===== config.mk =====
export PLATFORM = sky130hd
export DESIGN_NAME = ipi_mailbox
export DESIGN_NICKNAME = d
export VERILOG_FILES = /design/src/rtl/ipi_pkg.sv /design/src/rtl/ipi_bus_decode.sv /design/src/rtl/ipi_irq_core.sv /design/src/rtl/ipi_spread.sv /design/src/rtl/ipi_readback.sv /design/src/rtl/ipi_mailbox.sv
export SDC_FILE = /design/constraint.sdc
export NUM_CORES = 1
export LEC_CHECK = 0
export CORE_UTILIZATION = 44
export CTS_CLUSTER_DIAMETER = 150
export DETAILED_ROUTE_END_ITERATION = 8
export PLACE_DENSITY_LB_ADDON = 0.12
export RECOVER_POWER = 25
export SLEW_MARGIN = 20
export SYNTH_ARGS = -nofsm -noshare
export SYNTH_HDL_FRONTEND = slang
export SYNTH_SLANG_ARGS = --single-unit

===== constraint.sdc =====
create_clock -name clk -period 2.8 [get_ports clk]
set_input_delay 0.84 -clock clk [delete_from_list [all_inputs] [get_ports clk]]
set_output_delay 0.84 -clock clk [all_outputs]
set_load 0.01 [all_outputs]

===== src/rtl/ipi_pkg.sv =====
package ipi_pkg;

  localparam int BUS_W = 32;

  // word addresses
  localparam int W_TRIG = 0;
  localparam int W_OBS  = 1;
  localparam int W_STAT = 4;
  localparam int W_MASK = 5;
  localparam int W_EN   = 6;
  localparam int W_DIS  = 7;

  // write strobes decoded from the bus
  typedef struct packed {
    logic trig;
    logic stat;
    logic en;
    logic dis;
  } wr_sel_t;

  function automatic int count_set(input logic [BUS_W-1:0] m);
    int n;
    n = 0;
    for (int b = 0; b < BUS_W; b++) begin
      if (m[b]) n++;
    end
    return n;
  endfunction

  // rank of bit b among the set bits of m
  function automatic int rank_of(input logic [BUS_W-1:0] m, input int b);
    int n;
    n = 0;
    for (int i = 0; i < BUS_W; i++) begin
      if (i < b && m[i]) n++;
    end
    return n;
  endfunction

  // position of the k-th set bit of m
  function automatic int nth_set(input logic [BUS_W-1:0] m, input int k);
    int seen;
    int pos;
    seen = 0;
    pos  = 0;
    for (int b = 0; b < BUS_W; b++) begin
      if (m[b]) begin
        if (seen == k) pos = b;
        seen++;
      end
    end
    return pos;
  endfunction

endpackage


===== src/rtl/ipi_bus_decode.sv =====
module ipi_bus_decode
  import ipi_pkg::*;
#(
  parameter int              ADDR_W     = 3,
  parameter logic [BUS_W-1:0] VALID_MASK = 32'h0F0F0301,
  localparam int             NCH        = count_set(VALID_MASK)
) (
  input  logic              sel,
  input  logic              we,
  input  logic [ADDR_W-1:0] addr,
  input  logic [BUS_W-1:0]  wdata,
  output wr_sel_t           wr,
  output logic              rd_en,
  output logic [NCH-1:0]    wch
);

  localparam logic [ADDR_W-1:0] A_TRIG = ADDR_W'(W_TRIG);
  localparam logic [ADDR_W-1:0] A_STAT = ADDR_W'(W_STAT);
  localparam logic [ADDR_W-1:0] A_EN   = ADDR_W'(W_EN);
  localparam logic [ADDR_W-1:0] A_DIS  = ADDR_W'(W_DIS);

  logic wr_any;
  assign wr_any  = sel & we;
  assign rd_en   = sel & ~we;

  assign wr.trig = wr_any & (addr == A_TRIG);
  assign wr.stat = wr_any & (addr == A_STAT);
  assign wr.en   = wr_any & (addr == A_EN);
  assign wr.dis  = wr_any & (addr == A_DIS);

  // gather the sparse bus bits into a dense channel vector
  for (genvar k = 0; k < NCH; k++) begin : g_gather
    localparam int P = nth_set(VALID_MASK, k);
    assign wch[k] = wdata[P];
  end

  logic unused_rsv;
  assign unused_rsv = ^(wdata & ~VALID_MASK);

endmodule


===== src/rtl/ipi_irq_core.sv =====
module ipi_irq_core
  import ipi_pkg::*;
#(
  parameter int NCH = 11
) (
  input  logic           clk,
  input  logic           rst,
  input  wr_sel_t        wr,
  input  logic [NCH-1:0] wch,
  input  logic [NCH-1:0] irq_in,
  input  logic [NCH-1:0] obs_in,
  output logic [NCH-1:0] trig_q,
  output logic [NCH-1:0] sts_q,
  output logic [NCH-1:0] mask_q,
  output logic [NCH-1:0] obs_q,
  output logic           irq_q
);

  logic [NCH-1:0] clr;
  logic [NCH-1:0] sts_n;
  logic [NCH-1:0] mask_n;

  always_comb begin
    clr    = wr.stat ? wch : '0;
    // an incoming request beats a clear on the same edge
    sts_n  = (sts_q & ~clr) | irq_in;
    mask_n = mask_q;
    if (wr.en)  mask_n = mask_n & ~wch;
    if (wr.dis) mask_n = mask_n | wch;
  end

  always_ff @(posedge clk) begin
    if (rst) begin
      trig_q <= '0;
      sts_q  <= '0;
      mask_q <= '1;
      obs_q  <= '0;
      irq_q  <= 1'b0;
    end else begin
      trig_q <= wr.trig ? wch : '0;
      sts_q  <= sts_n;
      mask_q <= mask_n;
      obs_q  <= obs_in;
      irq_q  <= |(sts_n & ~mask_n);
    end
  end

endmodule


===== src/rtl/ipi_spread.sv =====
module ipi_spread
  import ipi_pkg::*;
#(
  parameter logic [BUS_W-1:0] VALID_MASK = 32'h0F0F0301,
  localparam int             NCH        = count_set(VALID_MASK)
) (
  input  logic [NCH-1:0]   ch,
  output logic [BUS_W-1:0] bus
);

  for (genvar b = 0; b < BUS_W; b++) begin : g_bit
    if (VALID_MASK[b]) begin : g_used
      assign bus[b] = ch[rank_of(VALID_MASK, b)];
    end else begin : g_rsv
      assign bus[b] = 1'b0;
    end
  end

endmodule


===== src/rtl/ipi_readback.sv =====
module ipi_readback
  import ipi_pkg::*;
#(
  parameter int              ADDR_W     = 3,
  parameter logic [BUS_W-1:0] VALID_MASK = 32'h0F0F0301,
  localparam int             NCH        = count_set(VALID_MASK)
) (
  input  logic              clk,
  input  logic              rst,
  input  logic              rd_en,
  input  logic [ADDR_W-1:0] addr,
  input  logic [NCH-1:0]    sts,
  input  logic [NCH-1:0]    mask,
  input  logic [NCH-1:0]    obs,
  output logic [BUS_W-1:0]  rdata
);

  localparam logic [ADDR_W-1:0] A_OBS  = ADDR_W'(W_OBS);
  localparam logic [ADDR_W-1:0] A_STAT = ADDR_W'(W_STAT);
  localparam logic [ADDR_W-1:0] A_MASK = ADDR_W'(W_MASK);

  logic [BUS_W-1:0] sts_bus;
  logic [BUS_W-1:0] mask_bus;
  logic [BUS_W-1:0] obs_bus;
  logic [BUS_W-1:0] rd_mux;

  ipi_spread #(.VALID_MASK(VALID_MASK)) u_sp_sts  (.ch(sts),  .bus(sts_bus));
  ipi_spread #(.VALID_MASK(VALID_MASK)) u_sp_mask (.ch(mask), .bus(mask_bus));
  ipi_spread #(.VALID_MASK(VALID_MASK)) u_sp_obs  (.ch(obs),  .bus(obs_bus));

  always_comb begin
    unique case (addr)
      A_OBS:   rd_mux = obs_bus;
      A_STAT:  rd_mux = sts_bus;
      A_MASK:  rd_mux = mask_bus;
      default: rd_mux = '0;   // trigger, aliases and holes
    endcase
  end

  always_ff @(posedge clk) begin
    if (rst)        rdata <= '0;
    else if (rd_en) rdata <= rd_mux;
  end

endmodule


===== src/rtl/ipi_mailbox.sv =====
module ipi_mailbox
  import ipi_pkg::*;
#(
  parameter int              ADDR_W     = 3,
  parameter logic [BUS_W-1:0] VALID_MASK = 32'h0F0F0301,
  localparam int             NCH        = count_set(VALID_MASK)
) (
  input  logic              clk,
  input  logic              rst,
  input  logic              bus_sel,
  input  logic              bus_we,
  input  logic [ADDR_W-1:0] bus_addr,
  input  logic [BUS_W-1:0]  bus_wdata,
  output logic [BUS_W-1:0]  bus_rdata,
  output logic [NCH-1:0]    trig_out,
  input  logic [NCH-1:0]    irq_in,
  input  logic [NCH-1:0]    obs_in,
  output logic [NCH-1:0]    obs_out,
  output logic              irq_out
);

  wr_sel_t        wr;
  logic           rd_en;
  logic [NCH-1:0] wch;
  logic [NCH-1:0] sts_w;
  logic [NCH-1:0] mask_w;
  logic [NCH-1:0] obs_w;

  ipi_bus_decode #(.ADDR_W(ADDR_W), .VALID_MASK(VALID_MASK)) u_dec (
    .sel   (bus_sel),
    .we    (bus_we),
    .addr  (bus_addr),
    .wdata (bus_wdata),
    .wr    (wr),
    .rd_en (rd_en),
    .wch   (wch)
  );

  ipi_irq_core #(.NCH(NCH)) u_core (
    .clk    (clk),
    .rst    (rst),
    .wr     (wr),
    .wch    (wch),
    .irq_in (irq_in),
    .obs_in (obs_in),
    .trig_q (trig_out),
    .sts_q  (sts_w),
    .mask_q (mask_w),
    .obs_q  (obs_w),
    .irq_q  (irq_out)
  );

  ipi_readback #(.ADDR_W(ADDR_W), .VALID_MASK(VALID_MASK)) u_rb (
    .clk   (clk),
    .rst   (rst),
    .rd_en (rd_en),
    .addr  (bus_addr),
    .sts   (sts_w),
    .mask  (mask_w),
    .obs   (obs_w),
    .rdata (bus_rdata)
  );

  assign obs_out = sts_w;

endmodule


* After elaboration in Yosys (flattened, before gate mapping) *
Index checks and enable logic that the tools add are counted.

storage, ports and cells
  register bits = 77
  bits in latches = 0
  bits in writable memories = 0
  ROM bits = 0
  bits of input ports = 61
  logic and storage cells = 34
  memories = 0

operators by class
  $add $sub $neg = 0
  $mul = 0
  divide/modulo/power cells = 0
  $lt $le $gt $ge = 0
  equal/unequal tests = 5
  shifts and indexed selects = 0
  mux-type cells = 4
  bitwise logic cells = 16
  reductions and logical operators = 3

operators by type and width
  cell                  count
  $pmux W28 S3          1
  $and A11 B11 Y11      3
  $mux W11              3
  $not A11 Y11          3
  $or A11 B11 Y11       2
  $eq A3 B3 Y1 const B  4
  $reduce_or A11 Y1     1
  $and A1 B1 Y1         6
  $eq A3 B1 Y1 const B  1
  $logic_not A3 Y1      1
  $not A1 Y1            2
  $reduce_or A2 Y1      1

* Depth between registers and ports, before layout *
Gate-level depths: netlist (run 1).

  word-level depth = 8
  gate-level depth with buffers = 6
  depth with buffers taken out = 5

* Modules after synthesis *
From an unflattened synthesis (run 1), not the netlist that was laid out.

second synthesis, totals
  cells, all modules = 492
  area, all modules = 4837.1 um2

by module, submodules not included
  module          instances  cells each  area an instance (um2)  sequential area each (um2)
  ipi_readback    1          220         2366.0                  640.6
  ipi_irq_core    1          153         1596.5                  900.9
  ipi_spread      3          33          244.0                   0.0
  ipi_bus_decode  1          20          142.6                   0.0

* Worst setup path after synthesis (run 1) *
OpenSTA, ideal clock, no wires.

  kind = input-to-reg
  start = input bus_addr[1]
  end = register u_core.irq_q
  arrival time = 1847 ps
  required time = 2666 ps
  slack = 819 ps
  cell stages on the path = 6
  path buffers = 1
  cell sequence = nor2_1 > buf_2 > nand3_1 > a21o_1 > a2111oi_4 > a31oi_1

on the way
  cells in the longest elaborated chain, start to end = 8
  elaborated cells on any way between the ends = 16
  those cells by class = 3 x eq/ne; 3 x mux; 9 x bitwise; 1 x reduce/logical

ends and longest elaborated chain
  element                                                 line                                        text
  from (decl)                                             ipi_mailbox.sv:12                           input logic [ADDR_W-1:0] bus_addr,
  $eq A3 B3 Y1 (on tied branches)                         ipi_bus_decode.sv:27, ipi_bus_decode.sv:28
  $and A1 B1 Y1 (on tied branches)                        ipi_bus_decode.sv:27, ipi_bus_decode.sv:28
  $mux W11 (on tied branches)                             ipi_irq_core.sv:24, ipi_irq_core.sv:28
  $not A11 Y11 / $or A11 B11 Y11 (equally long branches)  ipi_irq_core.sv:26, ipi_irq_core.sv:29
  $and A11 B11 Y11 / $mux W11 (equally long branches)     ipi_irq_core.sv:26, ipi_irq_core.sv:29
  $or A11 B11 Y11 / $not A11 Y11 (equally long branches)  ipi_irq_core.sv:26, ipi_irq_core.sv:44
  $and A11 B11 Y11 *                                      ipi_irq_core.sv:44                          irq_q <= |(sts_n & ~mask_n);
  $reduce_or A11 Y1 *                                     ipi_irq_core.sv:44
  to (signal assigned)                                    ipi_irq_core.sv:44
  to (decl)                                               ipi_irq_core.sv:16                          output logic irq_q

Mark *: on every way between the ends. The rest lies on a longest branch, timed or not.
A chain may end at the register's enable or synchronous reset.

* Worst setup path in the final report (run 1) *
  start = input bus_sel
  end = register u_core.irq_q

on the way
  cells in the longest elaborated chain, start to end = 8
  elaborated cells on any way between the ends = 14
  those cells by class = 3 x mux; 10 x bitwise; 1 x reduce/logical

ends and longest elaborated chain
  element                                                 line                                        text
  from (decl)                                             ipi_mailbox.sv:10                           input logic bus_sel,
  $and A1 B1 Y1 *                                         ipi_bus_decode.sv:23                        assign wr_any = sel & we;
  $and A1 B1 Y1 (on tied branches)                        ipi_bus_decode.sv:27, ipi_bus_decode.sv:28
  $mux W11 (on tied branches)                             ipi_irq_core.sv:24, ipi_irq_core.sv:28
  $not A11 Y11 / $or A11 B11 Y11 (equally long branches)  ipi_irq_core.sv:26, ipi_irq_core.sv:29
  $and A11 B11 Y11 / $mux W11 (equally long branches)     ipi_irq_core.sv:26, ipi_irq_core.sv:29
  $or A11 B11 Y11 / $not A11 Y11 (equally long branches)  ipi_irq_core.sv:26, ipi_irq_core.sv:44
  $and A11 B11 Y11 *                                      ipi_irq_core.sv:44
  $reduce_or A11 Y1 *                                     ipi_irq_core.sv:44

Marks and branches as above.

==> results of run 1 <==
worst max path at each step:
stage | start | endpoint | cells after the start
detailed placement | bus_sel | u_core.irq_q | 7
global route | bus_sel | u_core.irq_q | 7
finish | bus_sel | u_core.irq_q | 6
global placement | bus_sel | u_core.irq_q | 7
floorplan | bus_addr[1] | u_core.irq_q | 6
CTS | bus_sel | u_core.irq_q | 7
state kept, by name, indices dropped and copies added, names as in the netlist:
signal	count
u_core.mask_q	11
u_rb.rdata	11
u_core.obs_q	11
u_core.irq_q	1
u_core.sts_q	11
u_core.trig_q	11
tightest hold or removal path, delay by kind of cell (launching register included):
family / cells / cell delay, ns
simple gates: 1 / 0.07
mux: 1 / 0.08
flops: 1 / 0.33
layer usage:
metal  share of wire [%]  track usage, %  vias up
met4                 2.0            7.74        0
met5                   0               0        -
li1                    -               -     1033
met3                 6.0            5.36        9
met2                  47            31.8       71
met1                  45            24.2      962
report_power, final:
part	total, uW	switching, uW	internal [uW]
logic	254	115	139
clock network	450	252	198
registers	840	15.0	825
total	1540	382	1160
cells by family (layout without fill, tap and decap cells):
logic type      count (synthesis)  in the layout  share of synthesized area [%]
compound gates                 43             43                           13.1
buf+inv                        49            107                           11.2
flops                          56             56                           45.2
mux                            16             16                           7.22
other cells                     1             21                          0.151
simple gates                  107            107                           23.1
cell type report:
class                           instances  area [sq um]  area share (%)
Timing Repair Buffer                   87           841            25.1
Sequential cell                        56          1120            33.5
Clock buffer                            6          82.6            2.47
Tap cell                               70          87.6            2.62
Inverter                               12          45.0            1.35
Multi-Input combinational cell        187          1160            34.6
Clock inverter                          2          10.0           0.299
per-stage QoR:
step | setup WS (ns) | util (%) | hold WS, ns | total power, uW | cells
3_5_place_dp | 0.0577 | 61.8 | 0.494 | 1110 | 412
5_1_grt | 0.180 | 63.4 | 0.557 | 1620 | 420
3_3_place_gp | 0.0472 | 61.8 | 0.480 | 1110 | 412
2_1_floorplan | 0.819 | - | 0.463 | 1000 | 292
4_1_cts | 0.372 | 63.6 | 0.512 | 1560 | 420
6_report | 0.264 | 63.4 | 0.509 | 1540 | 420
cells in the final DEF, fill, tap and decap left out, types with 6 or more instances in the layout:
master | netlist | layout
clkdlybuf4s50_1 | 0 | 65
dfxtp_1 | 56 | 56
nor2b_1 | 22 | 22
conb_1 | 1 | 21
nor2_1 | 20 | 20
nand2_1 | 20 | 20
nand3_1 | 13 | 13
o21ai_0 | 13 | 13
inv_1 | 12 | 12
and2_1 | 11 | 11
mux2_2 | 11 | 11
a22oi_1 | 11 | 11
buf_4 | 23 | 11
dlygate4sd3_1 | 0 | 8
a41oi_1 | 6 | 6
nand3b_1 | 6 | 6
clkbuf_8 | 0 | 6
==> key figures, run 1 <==
Floorplan
  – I/O Pins: 116
  – DIE AREA: between 5000 and 6000 sq um
  – Initial Util: ~47%
  – Core Box Area: between 5000 and 6000 sq um
  – Die X: between 70 and 80 um
  – Standard-cell rows: 26
  – Die height: around 77 um

Worst hold path
  – HP Class: register to register
  – Hold Crit Depth: 2
  – End of the worst hold path: u_core.mask_q[2]
  – Worst hold start: u_core.mask_q[2]

Global route
  – Initial antenna violation count: 0
  – Vias in the first global route: roughly 1900
  – Largest net degree at the start of global routing: 29
  – First-pass GRT wire length: about 9000 um
  – Gr usage total: 19.5%
  – Aggregate global routing overflow: 0

STA
  – Max-slew headroom: 20.1%
  – Crit share post-route: about nine tenths
  – Post-layout minimum cycle time: around 2.5 ns
  – Final setup TNS: 0 ns
  – Finish-stage setup viols: 0
  – Hold Vio Cnt, Final: 0
  – Worst-case clock skew: between 0.006 and 0.007 ns
  – Final count of pins violating max slew: 0
  – RSZ-0062 raised after global routing: no
  – Max Fclk: 394 MHz
  – Slew at the pin closest to its max-slew limit: ~1.2 ns

Logic synthesis
  – Area contributors post-synth: dfxtp_1, buf_4, nor2b_1, mux2_2, a22oi_1
  – Number of synthesized flops with an enable pin: 0
  – Fraction of registers with async set/reset: 0%
  – Unique cell type count in the Yosys netlist: 35
  – Post-synthesis sequential area ratio: a little under half
  – Yosys top cell area share: a little under half
  – Top-count cell post-synth: dfxtp_1
  – Post-synth top area cell: dfxtp_1
  – Primary FF master, synth: dfxtp_1
  – Mapped cell area: 2480 sq um
  – Yosys reg bits: 56
  – Synth top cells by count: dfxtp_1, buf_4, nor2b_1
  – Synthesized instance count: ~270
  – Syn_area_per_cell: slightly above 9 sq um
  – Synth warnings: 0

Critical path
  – Buffers plus inverters on the worst setup path: 1
  – Reg2reg setup slack: between 1.5 and 2 ns
  – Largest delay share family, worst path: compound AO/OA/AOI/OAI gates
  – RR Endpoint: u_core.irq_q
  – Slowest Stage Delay on Critical Path: ~0.59 ns
  – CP max FO: 8
  – R2r startpoint: u_core.sts_q[7]
  – R2r worst-path depth: 5
  – Crit path required time: just under 3 ns
  – CP max stage cell: dlygate4sd3_1
  – Critical Path Sink Type: register
  – WS Path Type: input port to register
  – Critical-path cell list: dlygate4sd3_1 > and3_1 > nand3_1 > a21o_1 > a222oi_1 > a31oi_1
  – WP data arrival: between 2 and 3 ns
  – Startpoint types: input port

Final layout
  – Net count, final: slightly above 400
  – Layout cell share with drive strength beyond 1: ~10%
  – # fillers: about 470
  – Area Growth Syn to Fin: 34.9%
  – ANT cells: 0
  – Fin area: 3340 sq um

Clock tree
  – Post-CTS Resized: 0
  – H-tree depth: 2
  – TritonCTS Buffers: 5
  – Max Root-Sink Buffers: 2
  – Post-CTS Setup Repair Bufs: 0
  – Worst-skew pair later-pin latency: around 0.31 ns
  – Clock root buffer: clkbuf_8
  – Cts hold-fix bufs: 0
  – CTS tree: built
  – Clock sinks: between 50 and 60
  – Clk pin slew, worst setup/hold paths: roughly 0.090 ns

Route
  – Vias: between 2000 and 2500
  – Via density: approximately 4.9
  – Wire per inst: approximately 13 um
  – DRT iter0 DRCs: 85
  – Initial DRT Pass Iterations: 4
  – Detail Route Antenna Nets: 0
  – Residual DRC: 0
  – DRT Wirelength: about 5700 um

Power and ir drop
  – Power Density: 462 nW/um^2
  – VDD IR max: about 0.33 mV
  – Lkg Pwr: around 0.0014 uW

Run
  – Maxcap violations: 0

Place
  – Final HPWL DP: between 4000 and 5000 um
  – Post-DP Area: between 3000 and 4000 sq um
  – Buffers added on ports: 73
  – Final Wtd Congestion: between 0.7 and 0.8

Status
  – Status: completed
Power figures use the tool's default switching activity.
==> run 2: changes to the inputs <==
- CELL_PAD_IN_SITES_DETAIL_PLACEMENT: default -> 1
- CELL_PAD_IN_SITES_GLOBAL_PLACEMENT: default -> 2
- CORE_UTILIZATION: 44 -> 25
- CTS_CLUSTER_SIZE: default -> 8
- PLACE_DENSITY: default -> 0.95
- PLACE_DENSITY_LB_ADDON: 0.12 -> default
==> key figures, run 2 (synthesized netlist as in run 1, its figures left out) <==
STA
  – Max Fclk: a little under 400 MHz
  – Hold Vio Cnt, Final: 0
  – RSZ-0062 raised after global routing: no
  – Final setup TNS: 0 ns
  – Crit share post-route: around nine tenths
  – Final count of pins violating max slew: 0
  – Post-layout minimum cycle time: 2.57 ns
  – Slew at the pin closest to its max-slew limit: ~1.2 ns
  – Finish-stage setup viols: 0
  – Worst-case clock skew: between 0.004 and 0.005 ns
  – Max-slew headroom: between 20% and 30%

Floorplan
  – Die height: 102 um
  – Initial Util: about a quarter
  – Standard-cell rows: 35
  – Die X: 102 um
  – DIE AREA: ~10000 sq um
  – Core Box Area: 9420 sq um
  – I/O Pins: around 120

Clock tree
  – H-tree depth: 2
  – TritonCTS Buffers: 5
  – Cts hold-fix bufs: 0
  – Clk pin slew, worst setup/hold paths: 0.10 ns
  – CTS tree: built
  – Max Root-Sink Buffers: 2
  – Worst-skew pair later-pin latency: ~0.30 ns
  – Clock sinks: 56
  – Post-CTS Resized: 0
  – Clock root buffer: clkbuf_8
  – Post-CTS Setup Repair Bufs: 0

Route
  – Initial DRT Pass Iterations: 4
  – Detail Route Antenna Nets: 0
  – Wire per inst: around 15 um
  – Residual DRC: 0
  – DRT iter0 DRCs: 50
  – Via density: 4.49
  – DRT Wirelength: roughly 7000 um
  – Vias: ~2200

Critical path
  – R2r startpoint: u_core.sts_q[7]
  – WS Path Type: input port to register
  – Reg2reg setup slack: about 1.5 ns
  – RR Endpoint: u_core.irq_q
  – Crit path required time: around 3.0 ns
  – Startpoint types: input port
  – CP max FO: 11
  – Critical Path Sink Type: register
  – WP data arrival: 2.75 ns
  – R2r worst-path depth: 5

Global route
  – Largest net degree at the start of global routing: 32
  – Initial antenna violation count: 0
  – Gr usage total: around 14%
  – First-pass GRT wire length: approximately 11000 um
  – Aggregate global routing overflow: 0
  – Vias in the first global route: 2154

Power and ir drop
  – Comb pwr share: around 17%
  – Power Density: about 460 nW/um^2
  – VDD IR max: 0.208 mV
  – Lkg Pwr: roughly 0.0014 uW
  – P_int: 1190 uW
  – Seq pwr share: between 50% and 60%
  – Net Switching: 394 uW
  – Clock power frac: between 30% and 40%
  – Switching Share: 24.9%

Final layout
  – Commonest non-fill, non-tap cell in the layout: clkdlybuf4s50_1
  – # fillers: approximately 1100
  – Register area: around 1100 sq um
  – Fin area: approximately 3500 sq um
  – ANT cells: 0
  – Layout cell share with drive strength beyond 1: 11.6%
  – Net count, final: about 410
  – Area Growth Syn to Fin: 39.6%
  – Highest-count cells in the layout ignoring fill and taps: clkdlybuf4s50_1, dfxtp_1, nor2b_1
  – Multi-input gate area: 1160 sq um

Worst hold path
  – End of the worst hold path: u_core.mask_q[2]
  – Hold Crit Depth: 2
  – Worst hold start: u_core.mask_q[2]
  – HP Class: register to register

Status
  – Status: completed

Place
  – Buffers added on ports: 73
  – Final HPWL DP: ~5300 um
  – Final Wtd Congestion: slightly above 0.8
  – Post-DP Area: roughly 3400 sq um

Run
  – Maxcap violations: 0
run 2: power by group through the flow:
| stage | combinational (uW) | sequential, uW | clock [uW] |
|---|---|---|---|
| 6_report | 266 | 841 | 476 |
| 5_1_grt | 288 | 844 | 526 |
| 4_1_cts | 269 | 841 | 498 |
| 3_5_place_dp | 268 | 859 | 0 |
| 3_3_place_gp | 263 | 859 | 0 |
| 2_1_floorplan | 138 | 864 | 0 |
run 2: routing by layer:
| layer | wire [um] | track usage [%] | share of wire [%] | up-vias |
|---|---|---|---|---|
| met4 | 29 | 2.68 | 0.41 | 0 |
| met3 | 345 | 2.69 | 4.9 | 2 |
| met2 | 3500 | 24.4 | 50 | 63 |
| met1 | 3190 | 17.1 | 45 | 1065 |
| li1 | - | - | - | 1034 |
| met5 | 0 | 0 | 0 | - |
run 2: final cells by class:
cell class                 count  area share [%]
sequential                    56            32.4
clock buffer                   7            2.78
multi-input combinational    187            33.6
inverter                      12            1.30
tap                          129            4.66
timing repair buffer          91            25.3
run 2: worst max path at each step:
| stage | start | end | slack (ns) | cells after the start |
|---|---|---|---|---|
| final | bus_sel | u_core.irq_q | 0.23 | 8 |
| after global routing | bus_addr[2] | u_core.irq_q | 0.14 | 8 |
| after CTS | bus_addr[2] | u_core.irq_q | 0.30 | 8 |
| after detailed placement | bus_addr[1] | u_core.irq_q | -0.02 | 8 |
| after global placement | bus_addr[2] | u_core.irq_q | -0.04 | 8 |
| after floorplan | bus_addr[1] | u_core.irq_q | 0.82 | 6 |
run 2: stage by stage:
step	hold slack [ns]	power (uW)	utilization, %	std cells	setup WS, ns
final	0.522	1580	36.8	482	0.231
after CTS	0.524	1610	36.8	482	0.295
after floorplan	0.463	1000	-	292	0.819
after detailed placement	0.498	1130	35.8	475	-0.0231
after global routing	0.565	1660	36.8	482	0.143
after global placement	0.483	1120	35.8	475	-0.0377
run 2: critical path, cell delays in order:
cell           delay, ns
dlygate4sd3_1       0.59
and3_1              0.22
buf_12              0.15
nand3_1             0.08
a21o_1              0.20
a222oi_1            0.42
buf_4               0.18
a31oi_1             0.08
